[config.mk]
export PLATFORM = sky130hd
export DESIGN_NAME = tgt_window_xlate
export DESIGN_NICKNAME = d
export VERILOG_FILES = /design/src/rtl/tgt_window_pkg.sv /design/src/rtl/tgt_window_match.sv /design/src/rtl/tgt_window_select.sv /design/src/rtl/tgt_window_lock.sv /design/src/rtl/tgt_window_xlate.sv
export SDC_FILE = /design/constraint.sdc
export NUM_CORES = 1
export LEC_CHECK = 0
export BUFFER_PORTS_ARGS = -buffer_cell sky130_fd_sc_hd__buf_4
export CAP_MARGIN = 0
export CELL_PAD_IN_SITES_DETAIL_PLACEMENT = 0
export CELL_PAD_IN_SITES_GLOBAL_PLACEMENT = 1
export CORE_AREA = 2 2 221 223
export CTS_BUF_LIST = sky130_fd_sc_hd__clkbuf_4
export DETAILED_ROUTE_END_ITERATION = 10
export DIE_AREA = 0 0 223 225
export PLACE_DENSITY_LB_ADDON = 0.2
export SLEW_MARGIN = 0
export SYNTH_ARGS = -nofsm -noshare
export SYNTH_HDL_FRONTEND = slang
export SYNTH_SLANG_ARGS = --single-unit
[constraint.sdc]
create_clock -name clk -period 1.74 [get_ports clk]
set_clock_uncertainty 0.15 [all_clocks]
set_input_delay 0.087 -clock clk [delete_from_list [all_inputs] [get_ports clk]]
set_output_delay 0.087 -clock clk [all_outputs]
set_load 0.01 [all_outputs]
[src/rtl/tgt_window_pkg.sv]
package tgt_window_pkg;
  typedef enum logic {LK_FREE = 1'b0, LK_HELD = 1'b1} lock_state_e;
  localparam int ROM_WINDOW = 4;
endpackage

[src/rtl/tgt_window_match.sv]
module tgt_window_match #(
  parameter int AW = 32
) (
  input  logic [AW-1:0] addr,
  input  logic          addr_io,
  input  logic [AW-1:0] base,
  input  logic [AW-1:0] mask,
  input  logic          win_io,
  input  logic          win_en,
  output logic          hit
);
  logic upper_eq;
  assign upper_eq = ((addr & ~mask) == (base & ~mask));
  assign hit      = win_en && (win_io == addr_io) && upper_eq;
endmodule

[src/rtl/tgt_window_select.sv]
module tgt_window_select #(
  parameter int NW = 5,
  parameter int AW = 32
) (
  input  logic [NW-1:0]    match,
  input  logic [AW-1:0]    addr,
  input  logic [NW*AW-1:0] mask_flat,
  input  logic [NW*AW-1:0] remap_flat,
  input  logic [NW-1:0]    io_flat,
  output logic [NW-1:0]    grant,
  output logic             any_hit,
  output logic [AW-1:0]    xlat_addr,
  output logic             io_hit
);
  always_comb begin
    logic found;
    found = 1'b0;
    grant = '0;
    for (int i = 0; i < NW; i++) begin
      if (match[i] && !found) begin
        grant[i] = 1'b1;
        found    = 1'b1;
      end
    end
  end

  always_comb begin
    xlat_addr = '0;
    io_hit    = 1'b0;
    for (int i = 0; i < NW; i++) begin
      if (grant[i]) begin
        xlat_addr = xlat_addr | (addr & mask_flat[i*AW +: AW])
                              | (remap_flat[i*AW +: AW] & ~mask_flat[i*AW +: AW]);
        io_hit    = io_hit | io_flat[i];
      end
    end
  end

  assign any_hit = |match;
endmodule

[src/rtl/tgt_window_lock.sv]
module tgt_window_lock
  import tgt_window_pkg::*;
(
  input  logic clk,
  input  logic rst_n,
  input  logic try_acquire,
  input  logic release_i,
  input  logic enable,
  output logic held
);
  lock_state_e state_q, state_d;

  always_comb begin
    state_d = state_q;
    if (!enable || release_i) begin
      state_d = LK_FREE;
    end else if (try_acquire && (state_q == LK_FREE)) begin
      state_d = LK_HELD;
    end
  end

  always_ff @(posedge clk or negedge rst_n) begin
    if (!rst_n) state_q <= LK_FREE;
    else        state_q <= state_d;
  end

  assign held = (state_q == LK_HELD);
endmodule

[src/rtl/tgt_window_xlate.sv]
module tgt_window_xlate #(
  parameter int NW = 5,
  parameter int AW = 32
) (
  input  logic             clk,
  input  logic             rst_n,
  input  logic             req_valid,
  input  logic [AW-1:0]    req_addr,
  input  logic             req_io,
  input  logic             req_lock,
  input  logic             lock_release,
  input  logic             lock_enable,
  input  logic [NW*AW-1:0] cfg_base,
  input  logic [NW*AW-1:0] cfg_mask,
  input  logic [NW*AW-1:0] cfg_remap,
  input  logic [NW-1:0]    cfg_io,
  input  logic [NW-1:0]    cfg_en,
  output logic             out_valid,
  output logic [NW-1:0]    hit_vec,
  output logic [AW-1:0]    local_addr,
  output logic             single_xfer,
  output logic             retry,
  output logic             lock_n
);
  logic [NW-1:0] match;
  logic [NW-1:0] grant;
  logic          any_hit;
  logic [AW-1:0] xlat_addr;
  logic          io_hit;
  logic          held;
  logic          refuse;

  for (genvar g = 0; g < NW; g++) begin : g_win
    tgt_window_match #(.AW(AW)) u_match (
      .addr    (req_addr),
      .addr_io (req_io),
      .base    (cfg_base[g*AW +: AW]),
      .mask    (cfg_mask[g*AW +: AW]),
      .win_io  (cfg_io[g]),
      .win_en  (cfg_en[g]),
      .hit     (match[g])
    );
  end

  tgt_window_select #(.NW(NW), .AW(AW)) u_sel (
    .match      (match),
    .addr       (req_addr),
    .mask_flat  (cfg_mask),
    .remap_flat (cfg_remap),
    .io_flat    (cfg_io),
    .grant      (grant),
    .any_hit    (any_hit),
    .xlat_addr  (xlat_addr),
    .io_hit     (io_hit)
  );

  tgt_window_lock u_lock (
    .clk         (clk),
    .rst_n       (rst_n),
    .try_acquire (req_valid && req_lock && any_hit),
    .release_i   (lock_release),
    .enable      (lock_enable),
    .held        (held)
  );

  assign refuse = req_valid && held && !req_lock;

  logic             valid_d;
  logic [NW-1:0]    hit_d;
  logic [AW-1:0]    addr_d;
  logic             single_d;
  logic             retry_d;

  always_comb begin
    valid_d  = req_valid;
    hit_d    = '0;
    addr_d   = '0;
    single_d = 1'b0;
    retry_d  = refuse;
    if (req_valid && !refuse && any_hit) begin
      hit_d    = grant;
      addr_d   = xlat_addr;
      single_d = io_hit;
    end
  end

  always_ff @(posedge clk or negedge rst_n) begin
    if (!rst_n) begin
      out_valid   <= 1'b0;
      hit_vec     <= '0;
      local_addr  <= '0;
      single_xfer <= 1'b0;
      retry       <= 1'b0;
    end else begin
      out_valid   <= valid_d;
      hit_vec     <= hit_d;
      local_addr  <= addr_d;
      single_xfer <= single_d;
      retry       <= retry_d;
    end
  end

  assign lock_n = !held;
endmodule

* Yosys cells after proc, flatten, opt, wreduce, memory -nomap -nowiden
Cells that the tools add are included.
Storage, ports and cells: flip-flop bits (word level) 41, input port bits 529, output and inout bits 41
Cells by class: equality and inequality tests 10, mux-type cells 23, bitwise logic cells 39, reductions and logical operators 32
Operator list (number):
- 32-bit AND | 20
- 32-bit bitwise OR | 9
- 32-bit 2-to-1 mux | 6
- 32-bit == test | 5
- 32-bit NOT | 5
- 1-bit logical AND | 21
- 1-bit 2-to-1 mux | 16
- 1-bit logical NOT | 8
- 1-bit == test | 5
- 5-bit 2-to-1 mux | 1
- 5-bit OR reduction | 1
- 1-bit bitwise OR | 4
- 2-bit nonzero test | 1
- 1-bit logical OR | 1
- 1-bit NOT | 1

* Longest topological paths before layout
Gate-level depths: netlist of run 1.
word-level depth 19, gate-level depth with buffers 12, gate-level depth less buffers 8

* Cells and area by module
Synthesis of run 1 repeated with hierarchy kept, for this count alone.
Second synthesis, totals: cells, all modules 675, area, all modules 6465.0 sq um
By module, submodules not included:
- tgt_window_select | times used 1, cells each 286, area an instance 2706.3 sq um, sequential area each 0.0 sq um
- tgt_window_match | times used 5, cells each 59, area an instance 445.4 sq um, sequential area each 0.0 sq um
- tgt_window_xlate | times used 1, cells each 91, area an instance 1490.2 sq um, sequential area each 1001.0 sq um
- tgt_window_lock | times used 1, cells each 3, area an instance 41.3 sq um, sequential area each 25.0 sq um

* Worst setup path before layout of run 1
No wires, ideal clock.
path kind input-to-reg, from input port req_addr[15], to register local_addr[10], library setup time 0.133 ns, arrival 2.295 ns, data required time 1.457 ns, slack -0.838 ns, stages on the path 12, path buffers 4, path through buf_4 > xnor2_1 > o22ai_1 > or4_1 > or3_1 > buf_2 > o22a_1 > and4b_1 > clkbuf_1 > buf_2 > nand2_1 > a31oi_1
On the way: word-level cells in the longest chain between the ends 18
RTL lines:
- start: declaration | line tgt_window_xlate.sv:8 | input logic [AW-1:0] req_addr,
- 32-bit AND | line tgt_window_match.sv:13 | assign upper_eq = ((addr & ~mask) == (base & ~mask));
- 32-bit == test | line tgt_window_match.sv:13
- 1-bit logical AND | line tgt_window_match.sv:14 | assign hit = win_en && (win_io == addr_io) && upper_eq;
- 1-bit 2-to-1 mux | line tgt_window_select.sv:20 | if (match[i] && !found) begin
- 32-bit 2-to-1 mux or 1-bit logical NOT (tied branches) | line tgt_window_select.sv:31, tgt_window_select.sv:20
- 32-bit bitwise OR or 1-bit logical AND (tied branches) | line tgt_window_select.sv:32, tgt_window_select.sv:20
- 32-bit bitwise OR or 1-bit 2-to-1 mux (tied branches) | line tgt_window_select.sv:33, tgt_window_select.sv:20
- 32-bit 2-to-1 mux or 1-bit logical NOT (tied branches) | line tgt_window_select.sv:31, tgt_window_select.sv:20
- (+3 left out)
- 32-bit bitwise OR or 1-bit logical AND (tied branches) | line tgt_window_select.sv:32, tgt_window_select.sv:20
- 32-bit bitwise OR or 1-bit 2-to-1 mux (tied branches) | line tgt_window_select.sv:33, tgt_window_select.sv:20
- 32-bit 2-to-1 mux or 1-bit logical NOT (tied branches) | line tgt_window_select.sv:31, tgt_window_select.sv:20
- 32-bit bitwise OR or 1-bit logical AND (tied branches) | line tgt_window_select.sv:32, tgt_window_select.sv:20
- 32-bit bitwise OR or 1-bit 2-to-1 mux (tied branches) | line tgt_window_select.sv:33, tgt_window_select.sv:20
- 32-bit 2-to-1 mux | line tgt_window_select.sv:31 | if (grant[i]) begin
- 32-bit 2-to-1 mux (*) | line tgt_window_xlate.sv:80 | if (req_valid && !refuse && any_hit) begin
- via addr_d[10] | line tgt_window_xlate.sv:70 | logic [AW-1:0] addr_d;
- end signal: assignment | line tgt_window_xlate.sv:97 | local_addr <= addr_d;
- end: declaration | line tgt_window_xlate.sv:20 | output logic [AW-1:0] local_addr,
Mark *: on every way through the listed nets, which the timed path passes. The rest lies on a longest branch. A chain may end at the register's enable or synchronous reset.

* Worst setup path after layout of run 1
from input port req_addr[31], to register local_addr[6]
The elaborated chain is that of the path after synthesis.

==> summary.txt, run 1 <==
Outcome
  • Status: finished with violations
  • Violated checks: negative setup slack

Global route
  • Gr ovfl total: 0
  • Antenna violations before repair: 8
  • Global-route usage over all layers: 0.238
  • Largest net degree at the start of global routing: 30
  • Global-route wire length before repair: 82.5 mm
  • Number of global-route vias before repair: 11100

Placed design
  • Setup slack at placement: -1.80 ns
  • I/O Buffers: 569
  • Placer Congestion: 0.875
  • Post-DP HPWL: 52.9 mm

Synthesis
  • Net Count, Synth: 1294
  • YS warnings: 0
  • Distinct cell type count after synthesis: 34
  • Sequential fraction of the synthesis area: 0.158
  • Yosys reg bits: 41
  • Synthesized instance count: 765
  • Mapped Area: 6490 um^2
  • Post-Syn Area per Cell: 8.49 um^2

Routing
  • DR pass1 iterations: 7
  • Final wirelength: 63.4 mm
  • Routed length per instance: 26.8 um
  • Via density per instance: 4.30
  • Vias: 10200
  • ANT nets after route: 0
  • Drt initial violations: 497
  • DRC violations left: 0

Worst hold path
  • Min-Delay Path Class: input pin to flip-flop

Clock tree
  • H-tree depth: 2
  • Root Buffer: clkbuf_4
  • CTS tree: yes
  • TritonCTS Buffers: 5
  • CTS max path bufs: 2
  • # clock sinks: 41
  • Worst-skew pair later-pin latency: 0.44 ns
  • Clk slew on worst S/H paths: 0.17 ns

Cells and area
  • Util after Layout: 0.354
  • Layout area overhead: 159%
  • Commonest non-fill, non-tap cell in the layout: buf_4
  • Ratio of cells with drive above 1 in the final layout: 0.662
  • Nets@finish: 2279
  • Most frequent cells in the layout: 856 x buf_4, 130 x xnor2_1, 129 x dlygate4sd3_1

Floorplanning
  • Core Region: 47500 um^2
  • Number of cell rows: 80
  • Die Area: 50200 um^2
  • I/O pins: 570
  • Die width: 223 um
  • Initial core utilization: 0.137
  • Die Ht: 225 um

STA
  • Tmin final: 2.49 ns
  • Fin. Hold Viols: 0
  • Setup TNS: -26.63 ns
  • Max Freq: 402 MHz
  • Fin. max-slew vios: 0
  • Max transition margin: 0.472
  • Tcrit/Tclk final: 1.43
  • Setup violation total in the final timing report: 39
  • Setup ws final: -0.748 ns
  • Worst-margin pin slew: 0.793 ns
  • RSZ-0062 raised after global routing: yes

Power
  • Pwr/cell area: 315 nW/um^2
  • VDD IR max: 0.196 mV
  • Leak pwr: 0.00764 uW

Setup path
  • Critical path required time: 1.93 ns
  • CP startpoint kind: input pin
  • Crit. End Element: flip-flop
  • Maximum fanout along the worst path: 4
  • Crit Path Class: input pin to flip-flop
  • Worst EP arrival: 2.68 ns
  • Slack of the worst reg-to-reg path: 0.21 ns

Flow run
  • Max cap viols: 0
per-stage QoR:
| step | total power (uW) | instances | area [um^2] | hold WS, ns |
|---|---|---|---|---|
| floorplan | 1900 | 765 | 6630 | -0.359 |
| global placement | 4130 | 2187 | 13700 | -0.0928 |
| detailed placement | 4130 | 2187 | 13700 | -0.0886 |
| CTS | 5280 | 2351 | 16100 | 0.00163 |
| global route | 5570 | 2369 | 16800 | 0.00453 |
| finish | 5310 | 2370 | 16800 | 0.00758 |
area by class of cell:
class                      instances  area (um^2)
fill                            5006        30700
timing repair buffer            1042         8680
multi-input combinational        657         6290
sequential                        41         1030
tap                              615          769
clock buffer                       5         37.5
clock inverter                     3         17.5
inverter                           3         11.3
antenna                            4         10.0
registers in the layout, summed over array words and instances (netlist names):
name	count
retry	1
local_addr	32
single_xfer	1
u_lock.held	1
hit_vec	5
out_valid	1
cells in the mapped netlist, drive strengths merged:
cell type    n  area, um^2
nand2       33         124
nand4        4        25.0
o22a         3        26.3
or3          1        6.26
xnor2      165        1450
o211a        1        10.0
dfrtp       41        1030
nand3b       2        15.0
a211oi      32         240
nand3        3        15.0
o21ai        1        5.00
a31oi       33         206
and4b        1        10.0
inv          3        11.3
nor4        49         307
mux2        64         721
or4          1        7.51
o2111ai      1        8.76
buf         43         251
clkbuf      21        78.8
or4b         1        10.0
nor2b        1        6.26
o211ai       4        35.0
nor3b        2        15.0
mux2i       96         961
o22ai       77         495
or2         32         200
a21oi        1        5.00
nor3        35         175
nor2        14        52.6
layer usage:
metal | share of wire | track usage
met5 | 0.00036 | 0
met4 | 0.019 | 0.0513
met3 | 0.064 | 0.0529
met2 | 0.48 | 0.411
met1 | 0.43 | 0.301
worst max-delay path, stage by stage:
cell and delay [ns]:
buf_6 0.10, buf_8 0.14, xnor2_4 0.18, o22ai_4 0.14, nor4_4 0.42, buf_4 0.20
nand4_1 0.16, nand3b_1 0.33, buf_4 0.22, and4b_4 0.22, buf_4 0.15, clkbuf_16 0.17
nand2_2 0.08, a31oi_4 0.08
power by group:
| part | switching (uW) | total, uW | internal, uW |
|---|---|---|---|
| Clock | 480 | 633 | 153 |
| Combinational | 1570 | 3720 | 2160 |
| Sequential | 0.492 | 955 | 955 |
path summary, 6_finish.rpt:
kind                                          from                       end  cells past startpoint
min                                    req_addr[8]   local_addr[8]$_DFF_PN0_                      4
min in group asynchronous                    rst_n  local_addr[28]$_DFF_PN0_                      3
min reg2reg                u_lock.held$_DFFE_PN0P_   u_lock.held$_DFFE_PN0P_                      2
max in group asynchronous                    rst_n  local_addr[16]$_DFF_PN0_                      3
max reg2reg                u_lock.held$_DFFE_PN0P_  local_addr[10]$_DFF_PN0_                      5
max                                   req_addr[31]   local_addr[6]$_DFF_PN0_                     14
what timing repair did:
action,4_1_cts,5_1_grt
gates resized for setup,104,120
pin swaps,33,52
endpoints found under the hold margin,77,0
setup buffers,25,15
endpoints found under the setup margin,39,39
hold buffers,130,0
cloned,4,6
cells by family after synthesis:
kind of cell / after synthesis / synth area share
AOI/OAI and AO/OA: 153 / 0.159
xor gates and xnor gates: 165 / 0.223
buffers and inverters: 67 / 0.0526
DFF: 41 / 0.158
muxes: 160 / 0.259
and+or+nand+nor: 179 / 0.149
Note: power is estimated with default switching activity, not from simulation.
==> run 2: changes to the inputs <==
--- a/config.mk
+++ b/config.mk
@@ -13,6 +13,7 @@
 export CTS_BUF_LIST = sky130_fd_sc_hd__clkbuf_4
 export DETAILED_ROUTE_END_ITERATION = 10
 export DIE_AREA = 0 0 223 225
+export HOLD_SLACK_MARGIN = 0.15
 export PLACE_DENSITY_LB_ADDON = 0.2
 export SLEW_MARGIN = 0
 export SYNTH_ARGS = -nofsm -noshare
==> summary.txt, run 2 (same netlist as run 1, synthesis figures left out) <==
Routing
  • DR pass1 iterations: 5 (-2)
  • Via density per instance: 4.28 (-0.66%)
  • DRC violations left: 0 (unchanged)
  • ANT nets after route: 0 (unchanged)
  • Drt initial violations: 476 (-4.2%)
  • Final wirelength: 64.4 mm (+1.5%)
  • Vias: 10800 (+5.8%)
  • Routed length per instance: 25.5 um (-4.7%)

Setup path
  • Worst path max stage delay: 0.40 ns (-0.02 ns)
  • CP startpoint kind: input pin
  • Crit Path Class: input pin to flip-flop
  • Worst EP arrival: 2.65 ns (-0.03 ns)
  • Crit path cell chain: buf_6 > buf_6 > xnor2_2 > o22ai_2 > nor4_4 > buf_4 > nand4_1 > nor4_2 > buf_4 > and4b_4 > buf_6 > buf_12 > nand2_2 > a31oi_4
  • Maximum fanout along the worst path: 5 (+1)
  • Reg2reg path depth: 5 (unchanged)
  • CP max-delay cell: nor4_4
  • Cell family with most CP delay: simple AND/OR/NAND/NOR gates
  • CP startpoint: req_addr[13]
  • CP dominant cell by count: buf_6
  • Reg2Reg Capture Point: local_addr[24]$_DFF_PN0_
  • R2R Path Start: u_lock.held$_DFFE_PN0P_
  • WP buf/inv: 6 (unchanged)
  • Crit. End Element: flip-flop
  • Slack of the worst reg-to-reg path: 0.22 ns (about the same)
  • Critical path required time: 1.96 ns (+0.03 ns)

Power
  • Combinational Power Share: 0.727 (+0.026)
  • Pwr/cell area: 308 nW/um^2 (-2.4%)
  • Clock share of power: 0.108 (-0.011)
  • Leak pwr: 0.00844 uW (+11%)
  • Power Total: 5800 uW (+9.2%)
  • Psw: 2160 uW (+5.5%)
  • Switching Fraction: 0.373 (-0.0132)
  • VDD IR max: 0.198 mV (+1.3%)
  • Internal: 3640 uW (+12%)
  • Flop pwr share: 0.165 (-0.015)

STA
  • Setup ws final: -0.693 ns (+0.0552 ns)
  • RSZ-0062 raised after global routing: yes
  • Tcrit/Tclk final: 1.40 (-0.0317)
  • Tmin final: 2.43 ns (-0.0552 ns)
  • Fin. Hold Viols: 0 (unchanged)
  • Max transition margin: 0.551 (+0.0791)
  • Fin. max-slew vios: 0 (unchanged)
  • Max Freq: 411 MHz (+2.3%)
  • Worst-margin pin slew: 0.674 ns (-0.119 ns)
  • Setup violation total in the final timing report: 39 (unchanged)
  • Worst Hold Slack: 0.175 ns (+0.168 ns)

Global route
  • Number of global-route vias before repair: 11900 (+7.6%)
  • Met3 Use GR: 0.0430 (-0.00991)
  • Routing usage on met1: 0.310 (+0.00938)
  • GRT busiest layer: met2
  • Global-route wire length before repair: 85.6 mm (+3.7%)
  • Global-route usage over all layers: 0.242 (+0.00474)
  • Antenna violations before repair: 6 (-2)
  • Met2 GRT Util: 0.432 (+0.0208)
  • Largest net degree at the start of global routing: 30 (unchanged)
  • Gr ovfl total: 0 (unchanged)

Clock tree
  • H-tree depth: 2 (unchanged)
  • Worst-skew pair later-pin latency: 0.43 ns (about the same)
  • CTS tree: yes
  • Root Buffer: clkbuf_4
  • Clk slew on worst S/H paths: 0.17 ns (about the same)
  • TritonCTS Buffers: 5 (unchanged)
  • # clock sinks: 41 (unchanged)
  • CTS max path bufs: 2 (unchanged)

Outcome
  • Violated checks: negative setup slack
  • Status: finished with violations

Flow run
  • Max cap viols: 0 (unchanged)

Floorplanning
  • Core Region: 47500 um^2 (unchanged)
  • Die Area: 50200 um^2 (unchanged)
  • Die Ht: 225 um (unchanged)
  • Die width: 223 um (unchanged)
  • I/O pins: 570 (unchanged)
  • Initial core utilization: 0.137 (unchanged)
  • Number of cell rows: 80 (unchanged)

Worst hold path
  • Hold Crit Start: req_addr[10]
  • Hold depth: 5 (+1)
  • Hold EP: local_addr[10]$_DFF_PN0_
  • Min-Delay Path Class: input pin to flip-flop

Placed design
  • Placer Congestion: 0.875 (unchanged)
  • Post-DP HPWL: 52.9 mm (unchanged)
  • I/O Buffers: 569 (unchanged)
  • Setup slack at placement: -1.80 ns (unchanged)

Cells and area
  • Number of flip-flops under the largest register name: 32 (unchanged)
  • Nets@finish: 2433 (+6.8%)
  • Layout area overhead: 190%
  • Regs by FF count: local_addr x32, hit_vec x5
  • Final-layout fill cell count: 4848 (-3.2%)
  • Multi-input combinational cell area: 6730 um^2 (+7.0%)
  • Register Area: 1030 um^2 (unchanged)
  • Commonest non-fill, non-tap cell in the layout: buf_4
  • Util after Layout: 0.397 (+0.0424)
  • Most frequent cells in the layout: 846 x buf_4, 291 x dlygate4sd3_1, 115 x xnor2_1
  • Ratio of cells with drive above 1 in the final layout: 0.618 (-0.0441)
  • Largest Register: local_addr
-- run 2: cell count changes in the layout (fill, tap and decap cells not counted), sizes merged --
cell         delta
buf             -8
dlygate4sd3   +162
-- run 2: cell type report --
cell class,instances,area share
Clock inverter,3,0.000929
Clock buffer,5,0.00199
Multi-Input combinational cell,657,0.357
Tap cell,615,0.0408
Sequential cell,41,0.0544
Inverter,3,0.000597
Timing Repair Buffer,1196,0.544
Antenna cell,4,0.000531
-- run 2: worst max-delay path by stage --
stage	end	depth (start not counted)
6_report	local_addr[24]$_DFF_PN0_	14
5_1_grt	local_addr[24]$_DFF_PN0_	14
4_1_cts	local_addr[24]$_DFF_PN0_	15
3_5_place_dp	local_addr[18]$_DFF_PN0_	14
3_3_place_gp	local_addr[18]$_DFF_PN0_	14
2_1_floorplan	local_addr[10]$_DFF_PN0_	12
-- run 2: worst min-delay path, cell delays in order --
cell	delay, ns
buf_4	0.15
mux2i_1	0.12
nor4_1	0.18
a211oi_1	0.07
a31oi_1	0.14
-- run 2: through the flow --
stage,cells,area (um^2),setup TNS (ns)
after floorplan,765,6630,-24.18
after global placement,2187,13700,-61.95
after detailed placement,2187,13700,-62.53
after CTS,2512,17700,-23.32
after global routing,2521,18900,-26.46
final,2524,18900,-24.35
-- run 2: timing repair --
action | in CTS | in global routing
hold endpoints to repair | 82 | 1
pin swaps | 33 | 77
resized for setup | 104 | 187
setup endpoints to repair | 39 | 39
setup buffers | 25 | 14
hold buffers | 291 | 1
cloned | 4 | 6
-- run 2: routing by layer --
metal | vias up | part of all wire
met5 | - | 0
met4 | 0 | 0.013
met3 | 34 | 0.057
met2 | 438 | 0.49
met1 | 5158 | 0.44
li1 | 5161 | -
-- run 2: power by group through the flow --
stage                     Clock (uW)  Combinational, uW  Sequential, uW
final                            628               4220             955
after global routing             689               4460             956
after CTS                        671               4020             955
after detailed placement           0               3160             973
after global placement             0               3160             972
after floorplan                    0                931             973
==> run 3: changes to the inputs <==
--- a/config.mk
+++ b/config.mk
@@ -9,13 +9,14 @@
 export CAP_MARGIN = 0
 export CELL_PAD_IN_SITES_DETAIL_PLACEMENT = 0
 export CELL_PAD_IN_SITES_GLOBAL_PLACEMENT = 1
-export CORE_AREA = 2 2 221 223
+export CORE_AREA = 2 2 223 225
 export CTS_BUF_LIST = sky130_fd_sc_hd__clkbuf_4
 export DETAILED_ROUTE_END_ITERATION = 10
-export DIE_AREA = 0 0 223 225
+export DIE_AREA = 0 0 225 227
 export HOLD_SLACK_MARGIN = 0.15
 export PLACE_DENSITY_LB_ADDON = 0.2
 export SLEW_MARGIN = 0
 export SYNTH_ARGS = -nofsm -noshare
 export SYNTH_HDL_FRONTEND = slang
+export SYNTH_HIERARCHICAL = 1
 export SYNTH_SLANG_ARGS = --single-unit
==> summary.txt, run 3 <==
Outcome
  • Status: finished with violations
  • Violated checks: negative setup slack

Power
  • VDD IR max: 0.292 mV (+47%)
  • Pwr/cell area: 305 nW/um^2 (-0.79%)
  • Power Total: 5280 uW (-9.0%)
  • Leak pwr: 0.00773 uW (-8.5%)

Clock tree
  • Worst-skew pair later-pin latency: 0.41 ns (-0.02 ns)
  • Clk slew on worst S/H paths: 0.15 ns (-0.02 ns)
  • H-tree depth: 2 (unchanged)
  • CTS tree: yes
  • TritonCTS Buffers: 5 (unchanged)
  • Root Buffer: clkbuf_4
  • CTS max path bufs: 2 (unchanged)
  • # clock sinks: 41 (unchanged)

Routing
  • DRC violations left: 0 (unchanged)
  • Drt initial violations: 393 (-17%)
  • ANT nets after route: 0 (unchanged)
  • Final wirelength: 50.3 mm (-22%)
  • DR pass1 iterations: 7 (+2)
  • Vias: 9765 (-9.5%)
  • Via density per instance: 4.14 (-3.1%)
  • Routed length per instance: 21.4 um (-16%)

Floorplanning
  • I/O pins: 570 (unchanged)
  • Number of cell rows: 81 (+1.3%)
  • Initial core utilization: 0.133 (-0.00343)
  • Die Area: 51100 um^2 (+1.8%)
  • Core Region: 48500 um^2 (+2.1%)
  • Die width: 225 um (+0.90%)
  • Die Ht: 227 um (+0.89%)

Global route
  • Number of global-route vias before repair: 10900 (-9.0%)
  • Gr ovfl total: 0 (unchanged)
  • Global-route wire length before repair: 69.1 mm (-19%)
  • Global-route usage over all layers: 0.186 (-0.0561)
  • Largest net degree at the start of global routing: 42 (+40%)
  • Antenna violations before repair: 6 (unchanged)

Placed design
  • I/O Buffers: 569 (unchanged)
  • Cells after DPL: 2091 (-4.4%)
  • Placer Congestion: 0.862 (-1.4%)
  • Post-DP HPWL: 41.9 mm (-21%)
  • Setup slack at placement: -1.48 ns (+0.321 ns)

Cells and area
  • Largest Register: local_addr
  • Nets@finish: 2258 (-7.2%)
  • Ratio of cells with drive above 1 in the final layout: 0.657 (+0.0388)
  • Layout area overhead: 168%
  • Commonest non-fill, non-tap cell in the layout: buf_4
  • Regs by FF count: local_addr x32, hit_vec x5
  • Final-layout fill cell count: 5001 (+3.2%)
  • Non-Filler Instances: 2356 (-6.7%)
  • Number of flip-flops under the largest register name: 32 (unchanged)
  • Register Area: 1030 um^2 (unchanged)
  • Multi-input combinational cell area: 6260 um^2 (-7.0%)
  • Util after Layout: 0.356 (-0.0403)
  • Most frequent cells in the layout: 778 x buf_4, 239 x dlygate4sd3_1, 128 x mux2_2

STA
  • Tcrit/Tclk final: 1.35 (-0.0469)
  • Setup ws final: -0.611 ns (+0.0816 ns)
  • Worst-margin pin slew: 0.688 ns (+0.0139 ns)
  • Max transition margin: 0.541 (-0.00926)
  • RSZ-0062 raised after global routing: yes
  • Fin. max-slew vios: 0 (unchanged)
  • Worst Hold Slack: 0.167 ns (-0.00841 ns)
  • Tmin final: 2.35 ns (-0.0816 ns)
  • Max Freq: 425 MHz (+3.5%)
  • Fin. Hold Viols: 0 (unchanged)
  • Setup violation total in the final timing report: 39 (unchanged)

Worst hold path
  • Min-Delay Path Class: input pin to flip-flop
  • Hold Crit Start: cfg_remap[72]
  • Hold depth: 5 (unchanged)
  • Hold EP: local_addr[8]$_DFF_PN0_

Setup path
  • Slack of the worst reg-to-reg path: 0.42 ns (+0.20 ns)
  • Reg2reg path depth: 3 (-2)
  • Crit. End Element: flip-flop
  • Worst EP arrival: 2.52 ns (-0.13 ns)
  • Crit Path Class: input pin to flip-flop
  • Maximum fanout along the worst path: 8 (+3)
  • Critical path required time: 1.91 ns (-0.05 ns)
  • CP startpoint kind: input pin
  • Reg2Reg Capture Point: retry$_DFF_PN0_
  • R2R Path Start: u_lock/held$_DFFE_PN0P_

Synthesis
  • Most common cell in the netlist: xnor2_1
  • Top post-synthesis cells by area: xnor2_1 22%, mux2_2 22%, dfrtp_1 16%, o22ai_1 6.8%, a222oi_1 5.0%
  • Post-Syn Area per Cell: 9.58 um^2 (+13%)
  • YS warnings: 6 (+6)
  • Net Count, Synth: 1204 (-7.0%)
  • Distinct cell type count after synthesis: 32 (-5.9%)
  • Synth area leader: xnor2_1
  • Mapped Area: 6460 um^2 (-0.46%)
  • Synth top area share: 0.224 (+0.00103)
  • Asr flop ratio synth: 1.00 (unchanged)
  • Main synth FF type: dfrtp_1
  • Sequential fraction of the synthesis area: 0.159 (+0.000734)
  • Yosys reg bits: 41 (unchanged)
  • Synthesized instance count: 675 (-12%)
  • Number of synthesized flops with an enable pin: 0 (unchanged)
  • Synth top cells by count: 165 x xnor2_1, 128 x mux2_2, 70 x o22ai_1

Flow run
  • Max cap viols: 0 (unchanged)
==> run 3: changes by cell type in the layout (fill, tap and decap cells not counted), moves of 26 or more <==
| cell | change |
|---|---|
| a222oi_1 | +32 |
| mux2_2 | +64 |
| nor4_1 | -32 |
| or2_2 | -26 |
| buf_4 | -68 |
| nor3_1 | -33 |
| nor3b_2 | +35 |
| dlygate4sd3_1 | -52 |
| mux2i_1 | -64 |
| o211ai_1 | +30 |
==> run 3: kinds of logic after synthesis <==
kind of cell           after synthesis  synth area share
XOR/XNOR                           165             0.224
multiplexers                       160             0.272
AND/OR/NAND/NOR                    129             0.133
buffers and inverters               28            0.0341
flip-flops                          41             0.159
AO/OA/AOI/OAI                      152             0.178
==> run 3: layout make-up <==
type / count / share of cell area
timing repair buffer: 1073 / 0.528
tap: 622 / 0.0450
clock buffer: 5 / 0.00217
clock inverter: 3 / 0.00239
sequential: 41 / 0.0593
inverter: 2 / 0.000434
multi-input combinational: 606 / 0.362
antenna: 4 / 0.000579
==> run 3: timing repair <==
action	CTS	global route
endpoints found under the hold margin	82	0
buffers inserted	11	8
endpoints found under the setup margin	39	39
resized for setup	153	50
cloned	5	3
pin swaps	70	44
hold buffers	239	0
==> run 3: metrics by stage <==
stage | area, um^2 | TNS [ns]
after floorplan | 6530 | -8.73
after global placement | 13400 | -49.51
after detailed placement | 13400 | -50.64
after CTS | 16900 | -17.66
after global routing | 17300 | -21.55
final | 17300 | -19.21
==> run 3: worst max-delay path by stage <==
stage          cells past startpoint                  endpoint         start
6_report                          12  local_addr[10]$_DFF_PN0_  req_addr[18]
2_1_floorplan                     11  local_addr[15]$_DFF_PN0_  req_addr[29]
4_1_cts                           14   local_addr[6]$_DFF_PN0_  cfg_base[61]
3_3_place_gp                      14  local_addr[10]$_DFF_PN0_  req_addr[29]
5_1_grt                           12  local_addr[10]$_DFF_PN0_   req_addr[5]
3_5_place_dp                      14  local_addr[10]$_DFF_PN0_  req_addr[29]
==> run 3: per-layer routing <==
layer  vias up  routed length [um]  global-route usage
met5         -                  15                   0
met1      4610               19900               0.217
met3        50                3360              0.0405
met4         4                1020              0.0410
li1       4725                   -                   -
met2       376               26000               0.347
==> run 3: worst max-delay path, cell delays in order <==
cell and delay, ns:
buf_4 0.17, xnor2_2 0.15, o22ai_2 0.12, nor2_2 0.14, nand4_1 0.22, nor3_4 0.36
nor3b_4 0.09, buf_6 0.13, buf_6 0.12, a222oi_1 0.57, o211ai_1 0.17, nor3b_2 0.19
==> run 3: power by group <==
part | internal (uW) | switching (uW)
Sequential | 954 | 0.494
Combinational | 2280 | 1320
Clock | 298 | 434
